[src/rtl/adc_strb_pkg.sv]
package adc_strb_pkg;
  typedef enum logic [1:0] {
    ST_IDLE  = 2'd0,
    ST_CNV   = 2'd1,
    ST_RUN   = 2'd2,
    ST_DRAIN = 2'd3
  } strb_state_e;
endpackage

[src/rtl/adc_strb_cfg.sv]
module adc_strb_cfg #(
  parameter int MIN_PER = 10,
  parameter int MAX_PER = 1000,
  parameter int REQ_W   = 16,
  parameter int CNT_W   = 10,
  parameter int NB_W    = 5
) (
  input  logic [REQ_W-1:0] req_period_i,
  input  logic [CNT_W-1:0] conv_high_i,
  input  logic [CNT_W-1:0] msb_delay_i,
  input  logic [NB_W-1:0]  data_bits_i,
  output logic [CNT_W-1:0] period_o,
  output logic             cnv_ok_o,
  output logic             gate_ok_o
);
  localparam int SUM_W = ((CNT_W > NB_W) ? CNT_W : NB_W) + 1;
  localparam logic [REQ_W-1:0] MIN_R = REQ_W'(MIN_PER);
  localparam logic [REQ_W-1:0] MAX_R = REQ_W'(MAX_PER);

  logic [REQ_W-1:0] per_r;
  logic [SUM_W-1:0] end_s, per_s;

  always_comb begin
    if (req_period_i < MIN_R)      per_r = MIN_R;
    else if (req_period_i > MAX_R) per_r = MAX_R;
    else                           per_r = req_period_i;
  end

  assign period_o = CNT_W'(per_r);
  assign per_s    = SUM_W'(period_o);
  assign end_s    = SUM_W'(msb_delay_i) + SUM_W'(data_bits_i);

  assign cnv_ok_o  = (conv_high_i != '0) && (conv_high_i < period_o);
  assign gate_ok_o = (data_bits_i != '0) && (msb_delay_i < period_o) && (end_s <= per_s);
endmodule

[src/rtl/adc_strb_tmr.sv]
module adc_strb_tmr #(
  parameter int CNT_W = 10,
  parameter int NB_W  = 5
) (
  input  logic             clk_i,
  input  logic             rst_ni,
  input  logic             en_i,
  input  logic [CNT_W-1:0] period_i,
  input  logic [CNT_W-1:0] conv_high_i,
  input  logic [CNT_W-1:0] msb_delay_i,
  input  logic [NB_W-1:0]  data_bits_i,
  output logic [CNT_W-1:0] cnt_o,
  output logic             wrap_o,
  output logic             cnv_win_o,
  output logic             gate_win_o
);
  localparam int SUM_W = ((CNT_W > NB_W) ? CNT_W : NB_W) + 1;

  logic [CNT_W-1:0] cnt_q;
  logic [SUM_W-1:0] cnt_s, end_s;

  assign wrap_o = en_i && (cnt_q == period_i - CNT_W'(1));

  always_ff @(posedge clk_i or negedge rst_ni) begin
    if (!rst_ni)     cnt_q <= '0;
    else if (!en_i)  cnt_q <= '0;
    else if (wrap_o) cnt_q <= '0;
    else             cnt_q <= cnt_q + CNT_W'(1);
  end

  assign cnt_s      = SUM_W'(cnt_q);
  assign end_s      = SUM_W'(msb_delay_i) + SUM_W'(data_bits_i);
  assign cnv_win_o  = en_i && (cnt_q < conv_high_i);
  assign gate_win_o = en_i && (cnt_q >= msb_delay_i) && (cnt_s < end_s);
  assign cnt_o      = cnt_q;
endmodule

[src/rtl/adc_strb_seq.sv]
module adc_strb_seq
  import adc_strb_pkg::*;
(
  input  logic        clk_i,
  input  logic        rst_ni,
  input  logic        start_i,
  input  logic        stop_i,
  input  logic        cnv_ok_i,
  input  logic        gate_ok_i,
  input  logic        wrap_i,
  output strb_state_e state_o,
  output logic        load_o,
  output logic        cnv_en_o,
  output logic        gate_en_o,
  output logic        err_o
);
  strb_state_e st_q, st_d;
  logic        err_q, err_d;

  always_comb begin
    st_d   = st_q;
    err_d  = err_q;
    load_o = 1'b0;
    unique case (st_q)
      ST_IDLE: begin
        if (start_i) begin
          err_d = !cnv_ok_i;
          if (cnv_ok_i) begin
            load_o = 1'b1;
            st_d   = ST_CNV;
          end
        end
      end
      ST_CNV: begin
        if (stop_i) st_d = wrap_i ? ST_IDLE : ST_DRAIN;
        else if (wrap_i) begin
          if (gate_ok_i) st_d = ST_RUN;
          else begin
            st_d  = ST_IDLE;
            err_d = 1'b1;
          end
        end
      end
      ST_RUN: begin
        if (stop_i) st_d = wrap_i ? ST_IDLE : ST_DRAIN;
      end
      ST_DRAIN: begin
        if (wrap_i) st_d = ST_IDLE;
      end
      default: st_d = ST_IDLE;
    endcase
  end

  always_ff @(posedge clk_i or negedge rst_ni) begin
    if (!rst_ni) begin
      st_q  <= ST_IDLE;
      err_q <= 1'b0;
    end else begin
      st_q  <= st_d;
      err_q <= err_d;
    end
  end

  assign state_o   = st_q;
  assign cnv_en_o  = (st_q != ST_IDLE);
  assign gate_en_o = (st_q == ST_RUN);
  assign err_o     = err_q;
endmodule

[src/rtl/adc_strobe_gen.sv]
module adc_strobe_gen
  import adc_strb_pkg::*;
#(
  parameter int MIN_PER = 10,
  parameter int MAX_PER = 1000,
  parameter int REQ_W   = 16,
  parameter int CNT_W   = $clog2(MAX_PER + 1),
  parameter int NB_W    = 5
) (
  input  logic             clk_i,
  input  logic             rst_ni,
  input  logic             start_i,
  input  logic             stop_i,
  input  logic [REQ_W-1:0] req_period_i,
  input  logic [CNT_W-1:0] conv_high_i,
  input  logic [CNT_W-1:0] msb_delay_i,
  input  logic [NB_W-1:0]  data_bits_i,
  output logic             cnv_o,
  output logic             gate_o,
  output logic             cfg_err_o
);
  logic [CNT_W-1:0] per_d, per_q, hi_q, dly_q, cnt;
  logic [NB_W-1:0]  nb_q;
  logic             cnv_ok, gate_ok, gate_ok_q;
  logic             load, cnv_en, gate_en, wrap, cnv_win, gate_win;
  strb_state_e      state;

  adc_strb_cfg #(
    .MIN_PER(MIN_PER), .MAX_PER(MAX_PER), .REQ_W(REQ_W), .CNT_W(CNT_W), .NB_W(NB_W)
  ) i_cfg (
    .req_period_i(req_period_i),
    .conv_high_i (conv_high_i),
    .msb_delay_i (msb_delay_i),
    .data_bits_i (data_bits_i),
    .period_o    (per_d),
    .cnv_ok_o    (cnv_ok),
    .gate_ok_o   (gate_ok)
  );

  // settings captured together on an accepted start
  always_ff @(posedge clk_i or negedge rst_ni) begin
    if (!rst_ni) begin
      per_q     <= CNT_W'(MIN_PER);
      hi_q      <= '0;
      dly_q     <= '0;
      nb_q      <= '0;
      gate_ok_q <= 1'b0;
    end else if (load) begin
      per_q     <= per_d;
      hi_q      <= conv_high_i;
      dly_q     <= msb_delay_i;
      nb_q      <= data_bits_i;
      gate_ok_q <= gate_ok;
    end
  end

  adc_strb_seq i_seq (
    .clk_i    (clk_i),
    .rst_ni   (rst_ni),
    .start_i  (start_i),
    .stop_i   (stop_i),
    .cnv_ok_i (cnv_ok),
    .gate_ok_i(gate_ok_q),
    .wrap_i   (wrap),
    .state_o  (state),
    .load_o   (load),
    .cnv_en_o (cnv_en),
    .gate_en_o(gate_en),
    .err_o    (cfg_err_o)
  );

  adc_strb_tmr #(.CNT_W(CNT_W), .NB_W(NB_W)) i_tmr (
    .clk_i      (clk_i),
    .rst_ni     (rst_ni),
    .en_i       (cnv_en),
    .period_i   (per_q),
    .conv_high_i(hi_q),
    .msb_delay_i(dly_q),
    .data_bits_i(nb_q),
    .cnt_o      (cnt),
    .wrap_o     (wrap),
    .cnv_win_o  (cnv_win),
    .gate_win_o (gate_win)
  );

  assign cnv_o  = cnv_win;
  assign gate_o = gate_win && gate_en;
endmodule

[config.mk]
export PLATFORM = sky130hd
export DESIGN_NAME = adc_strobe_gen
export DESIGN_NICKNAME = d
export VERILOG_FILES = /design/src/rtl/adc_strb_pkg.sv /design/src/rtl/adc_strb_cfg.sv /design/src/rtl/adc_strb_tmr.sv /design/src/rtl/adc_strb_seq.sv /design/src/rtl/adc_strobe_gen.sv
export SDC_FILE = /design/constraint.sdc
export NUM_CORES = 1
export LEC_CHECK = 0
export BUFFER_PORTS_ARGS = -buffer_cell sky130_fd_sc_hd__buf_4
export CORE_ASPECT_RATIO = 1.5
export CORE_MARGIN = 4
export CORE_UTILIZATION = 35
export DETAILED_ROUTE_END_ITERATION = 10
export SLEW_MARGIN = 30
export SYNTH_ARGS = -nofsm -noshare
export SYNTH_HDL_FRONTEND = slang
export SYNTH_SLANG_ARGS = --single-unit
[constraint.sdc]
create_clock -name clk_i -period 6.4 [get_ports clk_i]
set_input_delay 1.6 -clock clk_i [delete_from_list [all_inputs] [get_ports clk_i]]
set_output_delay 1.6 -clock clk_i [all_outputs]
set_load 0.02 [all_outputs]
==> metrics <==
H-tree depth=2; Post-Synthesis Cells=approximately 470; WL per Instance=roughly 16 um; Final WS setup=1196 ps; top-area cell type share of the netlist area=between 20 and 30%; Final #Nets=628; Tightest Pin Transition=660.5 ps; XOR/XNOR share of the synthesized area=7.761%; CTS Hold Bufs=0; Post-Synth Simple-Gate Area=17.65%; fillers=1154; post-CTS setup buffers=0; GRT Residual Overflow=0; Post-synth top flop=dfrtp_1; total I/O pin count=48; top cells by area, synth=dfrtp_1 28%, ha_1 20%, xnor2_1 4.4%, nor2_1 4.0%, xor2_1 3.4%; final wirelength=10590 um; Final Non-Filler Cells=666; initial antenna violation count=0; Iteration-0 DRC Markers=136; PnR Total Power=1.285 mW; ys async rst share=100.0%; min-delay src=hi_q[0]$_DFFE_PN0P_; Tcrit/Tclk final=between 80% and 90%; R2R Setup Slk=3750 ps; fin area=between 4000 and 5000 um^2; multiplexer area fraction after synthesis=2.367%; adder-cell area share of the yosys netlist=21.01%; Final GP Congestion=0.8684; Placed Area=4678 um^2; Yosys reg bits=49; Core Region=roughly 12000 um^2; Root Buffer=clkbuf_16; CTS Buf Count=5; HPWL after DPL=8682 um; clock skew=6.950 ps; Worst Hold Class=reg2reg; max_cap viols=0; VDD IR-drop max=0.0001195 V; Crit Path Class=reg2out; synth-to-layout area growth=16.27%; Seq/Total Area, Yosys=between 20% and 30%; Ys Warns=0; leakage=~2.2 nW; main combinational cell family by area after synthesis=adder cells; Net Count, Synth=about 580; # placed instances=658; status=completed; vias in the first global route=between 3000 and 4000; Max clock buf depth=2; Antenna diodes=0; DR vias/cell=around 5.3; vias=around 3600; FF-to-FF End=i_tmr.cnt_o[4]$_DFF_PN0_; drt drc=0; Post-CTS Resized=0; final hold vios=0; Starting Density=36.02%; Register-to-Register Path Depth=9; Max-slew headroom=between 50 and 60%; Yosys cell types=51; commonest non-fill, non-tap cell in the layout=ha_1; required time of the critical path=roughly 4800 ps; CTS tree=yes; crit end category=output pin; Final min period=5204 ps; syn avg cell area=8.902 um^2; die area=13780 um^2; CP max FO=3; WHS Path Cells=1; antenna-violating nets left=0; clk_lat worst skew=290 ps; clk sinks=49; Worst Hold End=hi_q[0]$_DFFE_PN0P_; largest net degree at the start of global routing=67; Max Slew Vio Count=0; most frequent cells in the layout=66 x ha_1, 50 x buf_4, 47 x dfrtp_1; final count of negative-setup-slack endpoints=0; Setup TNS Final=0 ps; Post-Synthesis Cell Area=4175 um^2; Worst-path clk slew=roughly 60 ps; Tot GR Track Use=roughly 16%; Setup WS pre-CTS=1397 ps; highest clock rate=between 150 and 200 MHz; EDFF count, synth=0; number of buffers added on ports=47; layout cells sized above 1=12.40%; Startpoint Class=register; Pre-antenna DRT Iters=5; Cell Pwr Density=264.6 nW/um^2; Die X=97.18 um; post-synth top area cell=dfrtp_1; first-pass GRT wire length=17290 um; # rows=48; RSZ-0062 raised after global routing=false; die extent in y=141.8 um; worst reg2reg path startpoint=per_q[0]$_DFFE_PN0P_; crit path DAT=~3600 ps; Compound-Gate Fraction of Synth Area=about 17%
-- worst max-delay path by stage --
| stage | from | to | slack (ps) | cells past startpoint |
|---|---|---|---|---|
| 2_1_floorplan | dly_q[0]$_DFFE_PN0P_ | gate_o | 1560 | 13 |
| 3_3_place_gp | req_period_i[15] | nb_q[0]$_DFFE_PN0P_ | 1460 | 12 |
| 3_5_place_dp | req_period_i[15] | nb_q[0]$_DFFE_PN0P_ | 1400 | 12 |
| 4_1_cts | dly_q[0]$_DFFE_PN0P_ | gate_o | 1180 | 14 |
| 5_1_grt | dly_q[0]$_DFFE_PN0P_ | gate_o | 860 | 14 |
| 6_report | dly_q[0]$_DFFE_PN0P_ | gate_o | 1200 | 14 |
-- layer usage --
metal	share of wire, %	wire, um	vias up	GRT usage (%)
li1	-	-	1795	-
met1	42	4458	1685	17.81
met2	53	5661	60	30.09
met3	1.6	170	15	0.9346
met4	2.8	301	0	6.139
met5	0	0	-	0
-- flip-flops by register name, indices dropped and copies added, names as in the netlist --
name and cells:
dly_q 10, gate_ok_q 1, hi_q 10, i_seq.err_o 1, i_seq.state_o 2, i_tmr.cnt_o 10
nb_q 5, per_q 10
-- kinds of logic after synthesis --
kind of cell	Yosys count
AO/OA/AOI/OAI	111
XOR/XNOR	37
adder cells (fa/ha/maj)	69
buffers and inverters	45
flip-flops	49
multiplexers	9
AND/OR/NAND/NOR	149
-- Yosys cell counts (4+ instances only) --
master / count
nand3_1: 13
mux2_1: 7
a211oi_1: 5
nand2b_1: 5
ha_1: 66
a21oi_1: 24
o2111ai_1: 5
or4_1: 6
o21bai_1: 4
nand4_1: 7
o21ai_1: 21
nor2b_1: 5
a221oi_1: 4
nand2_1: 34
nor2_1: 44
o21ai_0: 14
dfrtp_1: 47
nor3_1: 10
nor4_1: 8
and3_1: 4
a21o_1: 12
a211o_1: 4
xnor2_1: 21
xor2_1: 16
inv_1: 34
o211ai_1: 4
-- report_power, final --
group / total [mW] / internal, mW / switching [mW]
logic: 0.500 / 0.249 / 0.251
clock network: 0.311 / 0.195 / 0.116
registers: 0.474 / 0.371 / 0.103
total: 1.28 / 0.815 / 0.470
-- stage by stage --
stage / util [%] / hold WS, ps
4_1_cts: 41.88 / 506.5
5_1_grt: 41.88 / 534.4
3_3_place_gp: 40.36 / 476.9
3_5_place_dp: 40.36 / 490.5
6_report: 41.88 / 497.7
2_1_floorplan: - / 459.2
-- worst max-delay path, stage by stage, from the launching register on --
cell and delay (ps):
dfrtp_1 400, ha_1 230, fa_1 400, a21o_1 170
a21oi_1 230, nor2b_1 70, o21ai_0 340, nor2_1 100
xnor2_1 140, ha_1 280, a22o_1 210, nor4_1 130
o21ai_0 130, a221oi_1 290, buf_4 200
-- area by class of cell --
class / instances / area (um^2) / area share, %
clock buffers: 6 / 138.9 / 2.861
clock inverters: 2 / 37.54 / 0.7732
inverters: 34 / 127.6 / 2.629
multi-input cells: 375 / 2759 / 56.83
flip-flops and latches: 49 / 1229 / 25.31
well taps: 150 / 187.7 / 3.866
repair buffers: 50 / 375.4 / 7.732
No activity file was read; power rests on OpenSTA's default activity.
